<file path="src/rtl/txpf_pkg.sv">
package txpf_pkg;

    typedef enum logic [1:0] {
        PH_IDLE  = 2'd0,
        PH_DRAIN = 2'd1,
        PH_CLEAR = 2'd2
    } txpf_phase_e;

    typedef struct packed {
        txpf_phase_e phase;
        logic        ovf;
        logic        done;
    } txpf_ctl_t;

endpackage

</file>
<file path="src/rtl/txpf_classify.sv">
module txpf_classify #(
    parameter int ADDR_W    = 32,
    parameter int PROT_W    = 32,
    parameter int LOCAL_BIT = 21
) (
    input  logic              clk,
    input  logic              rst_n,
    input  logic              win_we,
    input  logic [ADDR_W-1:0] win_lo,
    input  logic [ADDR_W-1:0] win_hi,
    input  logic [ADDR_W-1:0] acc_addr,
    input  logic [PROT_W-1:0] acc_prot,
    output logic              is_private
);
    localparam int WA_W = ADDR_W - 2;

    typedef struct packed {
        logic [WA_W-1:0] lo;
        logic [WA_W-1:0] hi;
    } win_t;

    win_t win_d, win_q;
    logic [WA_W-1:0] word_addr;
    logic page_local, in_window;
    logic unused_bits;

    always_comb begin
        win_d = win_q;
        if (win_we) begin
            win_d.lo = win_lo[ADDR_W-1:2];
            win_d.hi = win_hi[ADDR_W-1:2];
        end
    end

    always_ff @(posedge clk or negedge rst_n) begin
        if (!rst_n) win_q <= '0;
        else        win_q <= win_d;
    end

    assign word_addr  = acc_addr[ADDR_W-1:2];
    assign page_local = acc_prot[LOCAL_BIT];
    assign in_window  = (word_addr >= win_q.lo) && (word_addr < win_q.hi);
    assign is_private = page_local | in_window;

    // byte offsets and the other protection bits play no part in the decision
    assign unused_bits = ^{acc_addr[1:0], win_lo[1:0], win_hi[1:0], acc_prot};

    // a strobe makes the presented bounds the active window
    assert_window_load_R3: assert property (@(posedge clk) disable iff (!rst_n)
        win_we |=> (win_q.lo == $past(win_lo[ADDR_W-1:2])) && (win_q.hi == $past(win_hi[ADDR_W-1:2])));

endmodule

</file>
<file path="src/rtl/txpf_slbits.sv">
module txpf_slbits #(
    parameter int NUM_WORDS = 64
) (
    input  logic                         clk,
    input  logic                         rst_n,
    input  logic                         set_en,
    input  logic [$clog2(NUM_WORDS)-1:0] set_idx,
    input  logic                         clr_all,
    input  logic [$clog2(NUM_WORDS)-1:0] idx_a,
    input  logic [$clog2(NUM_WORDS)-1:0] idx_b,
    output logic                         bit_a,
    output logic                         bit_b,
    output logic                         any_set
);
    logic [NUM_WORDS-1:0] sl_d, sl_q;

    always_comb begin
        sl_d = sl_q;
        if (clr_all)     sl_d = '0;
        else if (set_en) sl_d[set_idx] = 1'b1;
    end

    always_ff @(posedge clk or negedge rst_n) begin
        if (!rst_n) sl_q <= '0;
        else        sl_q <= sl_d;
    end

    assign bit_a   = sl_q[idx_a];
    assign bit_b   = sl_q[idx_b];
    assign any_set = |sl_q;

    // one marking touches a single word only
    assert_one_word_R4: assert property (@(posedge clk) disable iff (!rst_n)
        (set_en && !clr_all) |=> ($countones(sl_q) <= $past($countones(sl_q)) + 1));

    // a clear leaves no marked word behind
    assert_clear_all_R8: assert property (@(posedge clk) disable iff (!rst_n)
        clr_all |=> (sl_q == '0));

endmodule

</file>
<file path="src/rtl/txpf_cqueue.sv">
module txpf_cqueue #(
    parameter int DEPTH  = 8,
    parameter int ADDR_W = 32,
    parameter int DATA_W = 32
) (
    input  logic              clk,
    input  logic              rst_n,
    input  logic              push,
    input  logic [ADDR_W-1:0] push_addr,
    input  logic [DATA_W-1:0] push_data,
    input  logic              pop,
    input  logic              flush,
    output logic [ADDR_W-1:0] head_addr,
    output logic [DATA_W-1:0] head_data,
    output logic              empty,
    output logic              full
);
    localparam int PTR_W = (DEPTH > 1) ? $clog2(DEPTH) : 1;
    localparam int CNT_W = $clog2(DEPTH + 1);
    localparam int ENT_W = ADDR_W + DATA_W;

    typedef struct packed {
        logic [PTR_W-1:0] wp;
        logic [PTR_W-1:0] rp;
        logic [CNT_W-1:0] cnt;
    } ptrs_t;

    ptrs_t ptr_d, ptr_q;
    logic [ENT_W-1:0] mem_d [DEPTH];
    logic [ENT_W-1:0] mem_q [DEPTH];
    logic do_push, do_pop;

    function automatic logic [PTR_W-1:0] bump(input logic [PTR_W-1:0] p);
        if (p == PTR_W'(DEPTH - 1)) return '0;
        return p + 1'b1;
    endfunction

    assign empty   = (ptr_q.cnt == '0);
    assign full    = (ptr_q.cnt == CNT_W'(DEPTH));
    assign do_push = push && !full;
    assign do_pop  = pop && !empty;

    always_comb begin
        ptr_d = ptr_q;
        mem_d = mem_q;
        if (flush) begin
            ptr_d = '0;
        end else begin
            if (do_push) begin
                mem_d[ptr_q.wp] = {push_addr, push_data};
                ptr_d.wp = bump(ptr_q.wp);
            end
            if (do_pop) ptr_d.rp = bump(ptr_q.rp);
            case ({do_push, do_pop})
                2'b10:   ptr_d.cnt = ptr_q.cnt + 1'b1;
                2'b01:   ptr_d.cnt = ptr_q.cnt - 1'b1;
                default: ptr_d.cnt = ptr_q.cnt;
            endcase
        end
    end

    always_ff @(posedge clk or negedge rst_n) begin
        if (!rst_n) ptr_q <= '0;
        else        ptr_q <= ptr_d;
    end

    always_ff @(posedge clk) begin
        mem_q <= mem_d;
    end

    assign head_addr = mem_q[ptr_q.rp][ENT_W-1:DATA_W];
    assign head_data = mem_q[ptr_q.rp][DATA_W-1:0];

    // the filter never offers a store to a full log
    assert_no_overflow_R7: assert property (@(posedge clk) disable iff (!rst_n)
        push |-> !full);

    // occupancy stays within the storage
    assert_count_bound_R6: assert property (@(posedge clk) disable iff (!rst_n)
        ptr_q.cnt <= CNT_W'(DEPTH));

endmodule

</file>
<file path="src/rtl/txpf_store_filter.sv">
module txpf_store_filter
    import txpf_pkg::*;
#(
    parameter int ADDR_W    = 32,
    parameter int DATA_W    = 32,
    parameter int PROT_W    = 32,
    parameter int LOCAL_BIT = 21,
    parameter int NUM_WORDS = 64,
    parameter int Q_DEPTH   = 8
) (
    input  logic              clk,
    input  logic              rst_n,
    input  logic              win_we,
    input  logic [ADDR_W-1:0] win_lo,
    input  logic [ADDR_W-1:0] win_hi,
    input  logic              acc_valid,
    input  logic              acc_store,
    input  logic [ADDR_W-1:0] acc_addr,
    input  logic [DATA_W-1:0] acc_data,
    input  logic [PROT_W-1:0] acc_prot,
    output logic              acc_private,
    input  logic [ADDR_W-1:0] sl_probe_addr,
    output logic              sl_probe,
    input  logic              commit_req,
    input  logic              abort_req,
    output logic              bus_valid,
    output logic [ADDR_W-1:0] bus_addr,
    output logic [DATA_W-1:0] bus_data,
    input  logic              bus_ready,
    output logic              commit_done,
    output logic              q_overflow
);
    localparam int IDX_W = $clog2(NUM_WORDS);

    txpf_ctl_t ctl_d, ctl_q;

    logic [IDX_W-1:0] acc_idx, probe_idx;
    logic cls_private, sl_at_acc, sl_any;
    logic accept, local_hit, q_push, q_pop, q_empty, q_full, sl_set, sl_clr;
    logic unused_probe;

    assign acc_idx      = acc_addr[IDX_W+1:2];
    assign probe_idx    = sl_probe_addr[IDX_W+1:2];
    assign unused_probe = ^sl_probe_addr;

    txpf_classify #(
        .ADDR_W(ADDR_W), .PROT_W(PROT_W), .LOCAL_BIT(LOCAL_BIT)
    ) cls_i (
        .clk(clk), .rst_n(rst_n),
        .win_we(win_we), .win_lo(win_lo), .win_hi(win_hi),
        .acc_addr(acc_addr), .acc_prot(acc_prot),
        .is_private(cls_private)
    );

    txpf_slbits #(.NUM_WORDS(NUM_WORDS)) sl_i (
        .clk(clk), .rst_n(rst_n),
        .set_en(sl_set), .set_idx(acc_idx), .clr_all(sl_clr),
        .idx_a(acc_idx), .idx_b(probe_idx),
        .bit_a(sl_at_acc), .bit_b(sl_probe), .any_set(sl_any)
    );

    txpf_cqueue #(.DEPTH(Q_DEPTH), .ADDR_W(ADDR_W), .DATA_W(DATA_W)) q_i (
        .clk(clk), .rst_n(rst_n),
        .push(q_push), .push_addr(acc_addr), .push_data(acc_data),
        .pop(q_pop), .flush(abort_req),
        .head_addr(bus_addr), .head_data(bus_data),
        .empty(q_empty), .full(q_full)
    );

    // datapath steering
    assign accept    = acc_valid && (ctl_q.phase == PH_IDLE) && !abort_req;
    assign local_hit = cls_private || sl_at_acc;
    assign q_push    = accept && acc_store && !local_hit && !q_full;
    assign sl_set    = accept && cls_private;
    assign sl_clr    = abort_req || (ctl_q.phase == PH_CLEAR);
    assign bus_valid = (ctl_q.phase == PH_DRAIN) && !q_empty;
    assign q_pop     = bus_valid && bus_ready && !abort_req;

    always_comb begin
        ctl_d      = ctl_q;
        ctl_d.done = 1'b0;
        if (abort_req) begin
            ctl_d.phase = PH_IDLE;
            ctl_d.ovf   = 1'b0;
        end else begin
            if (accept && acc_store && !local_hit && q_full) ctl_d.ovf = 1'b1;
            unique case (ctl_q.phase)
                PH_IDLE:  if (commit_req) ctl_d.phase = PH_DRAIN;
                PH_DRAIN: if (q_empty)    ctl_d.phase = PH_CLEAR;
                PH_CLEAR: begin
                    ctl_d.phase = PH_IDLE;
                    ctl_d.ovf   = 1'b0;
                    ctl_d.done  = 1'b1;
                end
                default:  ctl_d.phase = PH_IDLE;
            endcase
        end
    end

    always_ff @(posedge clk or negedge rst_n) begin
        if (!rst_n) ctl_q <= '{phase: PH_IDLE, ovf: 1'b0, done: 1'b0};
        else        ctl_q <= ctl_d;
    end

    assign acc_private = cls_private;
    assign commit_done = ctl_q.done;
    assign q_overflow  = ctl_q.ovf;

    // a private store never reaches the log
    assert_private_unlogged_R2: assert property (@(posedge clk) disable iff (!rst_n)
        (acc_valid && acc_store && acc_private) |-> !q_push);

    // a stalled replay keeps its payload
    assert_bus_hold_R6: assert property (@(posedge clk) disable iff (!rst_n)
        (bus_valid && !bus_ready && !abort_req) |=> (bus_valid && $stable(bus_addr) && $stable(bus_data)));

    // completion is a single pulse with clean state
    assert_done_pulse_R8: assert property (@(posedge clk) disable iff (!rst_n)
        commit_done |=> !commit_done);
    assert_done_clean_R8: assert property (@(posedge clk) disable iff (!rst_n)
        commit_done |-> (!sl_any && q_empty && !q_overflow));

    // abort leaves nothing pending
    assert_abort_flush_R9: assert property (@(posedge clk) disable iff (!rst_n)
        abort_req |=> (q_empty && !sl_any && !q_overflow && !bus_valid));

    // no access is taken while a commit runs
    assert_busy_ignore_R10: assert property (@(posedge clk) disable iff (!rst_n)
        (ctl_q.phase != PH_IDLE) |-> (!q_push && !sl_set));

endmodule

</file>
<file path="config.mk">
export PLATFORM = sky130hd
export DESIGN_NAME = txpf_store_filter
export DESIGN_NICKNAME = d
export VERILOG_FILES = /design/src/rtl/txpf_pkg.sv /design/src/rtl/txpf_classify.sv /design/src/rtl/txpf_slbits.sv /design/src/rtl/txpf_cqueue.sv /design/src/rtl/txpf_store_filter.sv
export SDC_FILE = /design/constraint.sdc
export NUM_CORES = 1
export LEC_CHECK = 0
export BUFFER_PORTS_ARGS = -buffer_cell sky130_fd_sc_hd__buf_2
export CORE_ASPECT_RATIO = 1.2
export CORE_UTILIZATION = 50
export DETAILED_ROUTE_END_ITERATION = 12
export PLACE_DENSITY = 0.7
export SYNTH_ARGS = -nofsm -noshare
export SYNTH_HDL_FRONTEND = slang
export SYNTH_HIERARCHICAL = 1
export SYNTH_SLANG_ARGS = --single-unit
</file>
<file path="constraint.sdc">
create_clock -name clk -period 23.6 [get_ports clk]
set_clock_uncertainty 0.1 [all_clocks]
set_input_delay 2.36 -clock clk [delete_from_list [all_inputs] [get_ports clk]]
set_output_delay 2.36 -clock clk [all_outputs]
set_load 0.02 [all_outputs]
</file>
==> impl_metrics.py, run 1 <==
metrics = {
    "run_status": {
        "run_status": "finished, final reports clean",
    },
    "critical_path": {
        "worstPathMaxFanout": 37,
        "rr_startpoint": "cls_i/win_q[31]",
        "worstPathRequired_ns": 23.72,
        "cp_slowest_stage_delay_ns": 0.92,
        "r2r_end": "q_i/mem_q[360]",
        "worst_setup_path_start_kind": "primary input",
        "cp_num_buf_inv": 4,
        "worst_setup_path_end_kind": "flop",
        "r2r.worst_path.cells": 16,
        "worstPathCellList": "buf_2 > inv_1 > ha_1 > a211o_1 > a221oi_1 > o21ai_0 > a31oi_1 > a211oi_1 > buf_4 > nor2_1 > nand3_1 > nor2_1 > nor3b_1 > nand2b_1 > nor2_4 > buf_4",
        "crit_family": "simple AND/OR/NAND/NOR gates",
        "worst_ep_arrival_time_ns": 7.99,
        "critical_path_class": "in -> reg",
        "rrSetupSlack_ns": 17.73,
        "cpMaxStageDelayCell": "nor2_4",
    },
    "sta": {
        "rsz0062_at_grt": "false",
        "finalCritPeriodShare_pct": 33.3,
        "worst_slew_pin_slew_ns": 1.20,
        "max_freq_mhz": 127,
        "hold_violations": 0,
        "slew-limit-headroom_pct": 19.7,
        "setup_viol": 0,
        "fin_setup_tns_ns": 0,
        "finalMaxSlewViolations": 0,
        "period_needed_ns": 7.86,
    },
    "placement": {
        "hpwlAfterDp_um": 33700,
        "io_buffers": 207,
        "gp_congestion": 0.806,
    },
    "logic_synthesis": {
        "syn_nets": 1825,
        "syn_avg_cell_area_um2": 17.4,
        "syn_inst": 1559,
        "syn_area_um2": 27100,
        "yosys_warnings": 6,
    },
    "power_and_ir_drop": {
        "p_leak_nw": 11.2,
        "powerDensity_nw_per_um2": 76.9,
        "vdd_drop_max_mv": 0.0482,
    },
    "detailed_routing": {
        "wl_met2_um": 29600,
        "wl_met1_um": 23500,
        "drt-total-wl_um": 57400,
        "drtAntennaViolNets": 0,
        "drt_iter0_markers": 890,
        "drc": 0,
        "met3_length_um": 2850,
        "highest_layer": "met4",
        "vias": 14638,
        "first_pass_iters": 5,
        "via_per_inst": 5.76,
        "wl_per_cell_um": 22.6,
    },
    "min_path": {
        "min_from": "cls_i/win_q[30]",
        "hold_path_depth": 1,
        "hold-path-endpoint": "cls_i/win_q[30]",
        "hold_path.class": "reg -> reg",
    },
    "clocking": {
        "clockBufferDepth": 3,
        "cts.sinks": 650,
        "cts_tree": "done",
        "cts_hold_buf": 0,
        "htree_num_levels": 3,
        "clock-root-buffer": "clkbuf_16",
        "ctsResizeCount": 0,
        "clk_pin_slew_ns": 0.06,
        "cts_buffers": 68,
        "clock_latency_ns": 0.60,
        "cts_setup_buffers": 0,
    },
    "die": {
        "coreArea_um2": 53600,
        "initial_utilization_pct": 50.5,
        "die_h_um": 257,
        "fp.dieW_um": 214,
        "io_pins": 269,
        "rows": 93,
        "die_area_um2": 55100,
    },
    "finish": {
        "antenna_cells": 0,
        "fillerInstances": 4013,
        "syn_to_final_growth_pct": 14.7,
        "drive_gt1_share_pct": 30.9,
        "final_cell_mix": "edfxtp_1, buf_2, mux4_2",
        "fin_util_pct": 57.9,
        "final_nets": 2043,
        "layout_commonest_cell": "edfxtp_1",
    },
    "global_routing": {
        "grt_pass1_wl_um": 88700,
        "overflow": 0,
        "grt_max_degree": 119,
        "grt_usage_pct": 21.3,
        "antenna_found_initial": 0,
        "grt_pass1_vias": 15242,
    },
    "job": {
        "max_cap_viol_count": 0,
    },
}
[per-stage QoR]
step	instance area, µm²	worst slack (ns)	hold WS [ns]	power [mW]	cells
detailed placement	28900	15.06	0.405	1.37	2419
floorplan	27100	13.71	0.368	1.33	1559
finish	31100	15.74	0.416	2.39	2543
global placement	28900	15.23	0.382	1.37	2419
global route	31100	15.33	0.431	2.47	2543
CTS	31100	15.68	0.419	2.41	2543
[state kept, by name, indices dropped and copies added (netlist names)]
name,flops
q_i/mem_q,512
q_i/ptr_q,10
commit_done,1
ctl_q,2
q_overflow,1
sl_i/sl_q,64
cls_i/win_q,60
[per-layer routing]
layer  vias to the layer above  global-route usage [%]
met1                      7598                    27.2
met3                        91                    3.49
met5                         -                       0
met2                       408                    36.8
met4                         0                    7.88
li1                       6541                       -
[how the worst max path moves through the flow]
stage	startpoint	depth (start not counted)	to
detailed placement	acc_addr[2]	16	q_i/mem_q[360]
global route	acc_addr[2]	16	q_i/mem_q[360]
floorplan	acc_addr[19]	14	q_i/mem_q[448]
finish	acc_addr[2]	16	q_i/mem_q[360]
global placement	acc_addr[2]	16	q_i/mem_q[360]
CTS	acc_addr[2]	16	q_i/mem_q[360]
[final cells by class]
| class | count | area, µm² | area share (%) |
|---|---|---|---|
| flip-flops and latches | 650 | 18800 | 60.7 |
| multi-input cells | 770 | 7740 | 24.9 |
| clock buffers | 85 | 1870 | 6.01 |
| repair buffers | 226 | 1180 | 3.82 |
| well taps | 712 | 891 | 2.87 |
| clock inverters | 39 | 310 | 0.999 |
| inverters | 61 | 229 | 0.737 |
[worst reg2reg max path: cells and delay by family (launching register included)]
kind,cells,cell delay (ns)
simple gates,7,2.50
compound gates,5,1.28
buf+inv,3,1.01
flops,1,0.36
fa+ha+maj,1,0.23
[where the power goes]
part | internal (mW) | switching [mW] | total (mW)
Clock | 0.606 | 0.431 | 1.04
Combinational | 0.0341 | 0.0653 | 0.0994
Sequential | 1.25 | 0.00333 | 1.25
No activity file was read; power rests on OpenSTA's default activity.
==> run 2: changes to the inputs <==
==> constraint.sdc (replaced) <==
create_clock -name clk -period 8.1 [get_ports clk]
set_clock_uncertainty 0.1 [all_clocks]
set_input_delay 0.81 -clock clk [delete_from_list [all_inputs] [get_ports clk]]
set_output_delay 0.81 -clock clk [all_outputs]
set_load 0.02 [all_outputs]
==> impl_metrics.py, run 2 (synthesis results as in run 1) <==
metrics = {
    "run_status": {
        "run_status": "finished, final reports clean",
    },
    "power_and_ir_drop": {
        "clock_power_share_pct": 42.4,
        "internal-power_mw": 5.41,
        "powerDensity_nw_per_um2": 220,
        "p_leak_nw": 11.1,
        "vdd_drop_max_mv": 0.172,
        "switchingPower_mw": 1.42,
        "combPwrFrac_pct": 4.2,
        "swShare_pct": 20.8,
        "p_seq_share_pct": 53.3,
    },
    "detailed_routing": {
        "via_per_inst": 5.75,
        "wl_per_cell_um": 22.6,
        "vias": 14629,
        "drtAntennaViolNets": 0,
        "drt-total-wl_um": 57400,
        "wl_met1_um": 22900,
        "first_pass_iters": 5,
        "drt_iter0_markers": 1076,
        "highest_layer": "met4",
        "drc": 0,
        "wl_met2_um": 29700,
        "met3_length_um": 3230,
    },
    "sta": {
        "worst_slew_pin_slew_ns": 1.29,
        "hold_violations": 0,
        "hold_slack_ns": 0.148,
        "slew-limit-headroom_pct": 13.3,
        "max_freq_mhz": 174,
        "period_needed_ns": 5.76,
        "rsz0062_at_grt": "false",
        "finalMaxSlewViolations": 0,
        "fin_setup_tns_ns": 0,
        "finalCritPeriodShare_pct": 71.1,
        "setup_viol": 0,
        "setup_slack_ns": 2.34,
    },
    "die": {
        "io_pins": 269,
        "fp.dieW_um": 214,
        "die_h_um": 257,
        "die_area_um2": 55100,
        "coreArea_um2": 53600,
        "rows": 93,
        "initial_utilization_pct": 50.5,
    },
    "clocking": {
        "cts_buffers": 66,
        "clock_latency_ns": 0.59,
        "ctsResizeCount": 0,
        "cts_hold_buf": 0,
        "cts.sinks": 650,
        "clock-root-buffer": "clkbuf_16",
        "cts_setup_buffers": 0,
        "clockBufferDepth": 3,
        "htree_num_levels": 3,
        "clk_pin_slew_ns": 0.06,
        "cts_tree": "done",
    },
    "placement": {
        "io_buffers": 207,
        "hpwlAfterDp_um": 34000,
        "pre_cts_ws_ns": 1.66,
        "post-place-cells": 2423,
        "gp_congestion": 0.802,
    },
    "finish": {
        "final_cells": 2542,
        "layout_commonest_cell": "edfxtp_1",
        "largest_register": "q_i/mem_q",
        "drive_gt1_share_pct": 31.0,
        "largest_reg_flops": 512,
        "syn_to_final_growth_pct": 14.5,
        "antenna_cells": 0,
        "largestRegisters": "q_i/mem_q (512), sl_i/sl_q (64), cls_i/win_q (60)",
        "final_cell_mix": "edfxtp_1, buf_2, mux4_2",
        "final_nets": 2045,
    },
    "critical_path": {
        "worstPathMaxFanout": 33,
        "worst_setup_path_start_kind": "primary input",
        "worstPathRequired_ns": 8.22,
        "cp-startpoint": "acc_addr[2]",
        "r2r.worst_path.cells": 15,
        "rrSetupSlack_ns": 2.76,
        "rr_startpoint": "cls_i/win_q[31]",
        "worst_ep_arrival_time_ns": 5.88,
        "r2r_end": "q_i/mem_q[396]",
        "critical_path_class": "in -> reg",
        "worst_setup_path_end_kind": "flop",
        "crit_end": "q_i/mem_q[396]",
    },
    "global_routing": {
        "antenna_found_initial": 0,
        "grt_max_degree": 119,
        "grt_usage_pct": 21.4,
        "grt_pass1_vias": 15395,
        "grt_pass1_wl_um": 88800,
        "overflow": 0,
    },
    "job": {
        "max_cap_viol_count": 0,
    },
    "min_path": {
        "hold_path.class": "in -> async",
    },
}
[run 2: changes by cell type in the layout (fill, tap and decap cells not counted), sizes merged]
| cell | change |
|---|---|
| clkinv | -4 |
| clkbuf | -3 |
| clkinvlp | +6 |
| bufinv | -2 |
| buf | +4 |
| inv | -2 |
[run 2: worst max-delay path, stage by stage]
cell and delay [ns]:
buf_2 0.58, inv_1 0.11, ha_1 0.31, a211o_1 0.26
a221oi_1 0.50, o21ai_0 0.18, a31oi_1 0.19, a211oi_1 0.16
nor2_1 0.26, nand3_1 0.11, nor2_1 0.52, nor3b_1 0.36
nand2b_1 0.30, nor2_4 0.60, buf_4 0.57
[run 2: cell type report]
type	count	area, µm²
fillers	4043	22600
flip-flops and latches	650	18800
multi-input cells	770	7750
clock buffers	82	1840
repair buffers	230	1210
well taps	712	891
clock inverters	37	255
inverters	61	229
[run 2: worst min path at each step]
| stage | start | endpoint |
|---|---|---|
| 2_1_floorplan | sl_i/sl_q[21] | sl_i/sl_q[21] |
| 3_3_place_gp | sl_i/sl_q[52] | sl_i/sl_q[52] |
| 3_5_place_dp | sl_i/sl_q[23] | sl_i/sl_q[23] |
| 4_1_cts | rst_n | cls_i/win_q[42] |
| 5_1_grt | rst_n | cls_i/win_q[42] |
| 6_report | rst_n | cls_i/win_q[17] |
[run 2: metrics by stage]
stage	instance area (µm²)	utilization, %	power, mW
3_3_place_gp	28900	53.9	3.99
3_5_place_dp	28900	53.9	4.00
2_1_floorplan	27100	-	3.86
5_1_grt	31000	57.8	7.07
4_1_cts	31000	57.8	6.91
6_report	31000	57.8	6.83
[run 2: power groups by stage]
stage               Clock [mW]  Combinational, mW  Sequential, mW
finish                    2.90              0.288            3.64
global route              3.10              0.326            3.65
CTS                       2.98              0.291            3.64
detailed placement           0              0.290            3.71
global placement             0              0.277            3.71
floorplan                    0              0.149            3.71
[run 2: per-layer routing]
metal	track usage [%]	vias to the layer above
met1	26.8	7551
met3	3.53	99
li1	-	6536
met5	0	-
met2	36.9	443
met4	8.71	0
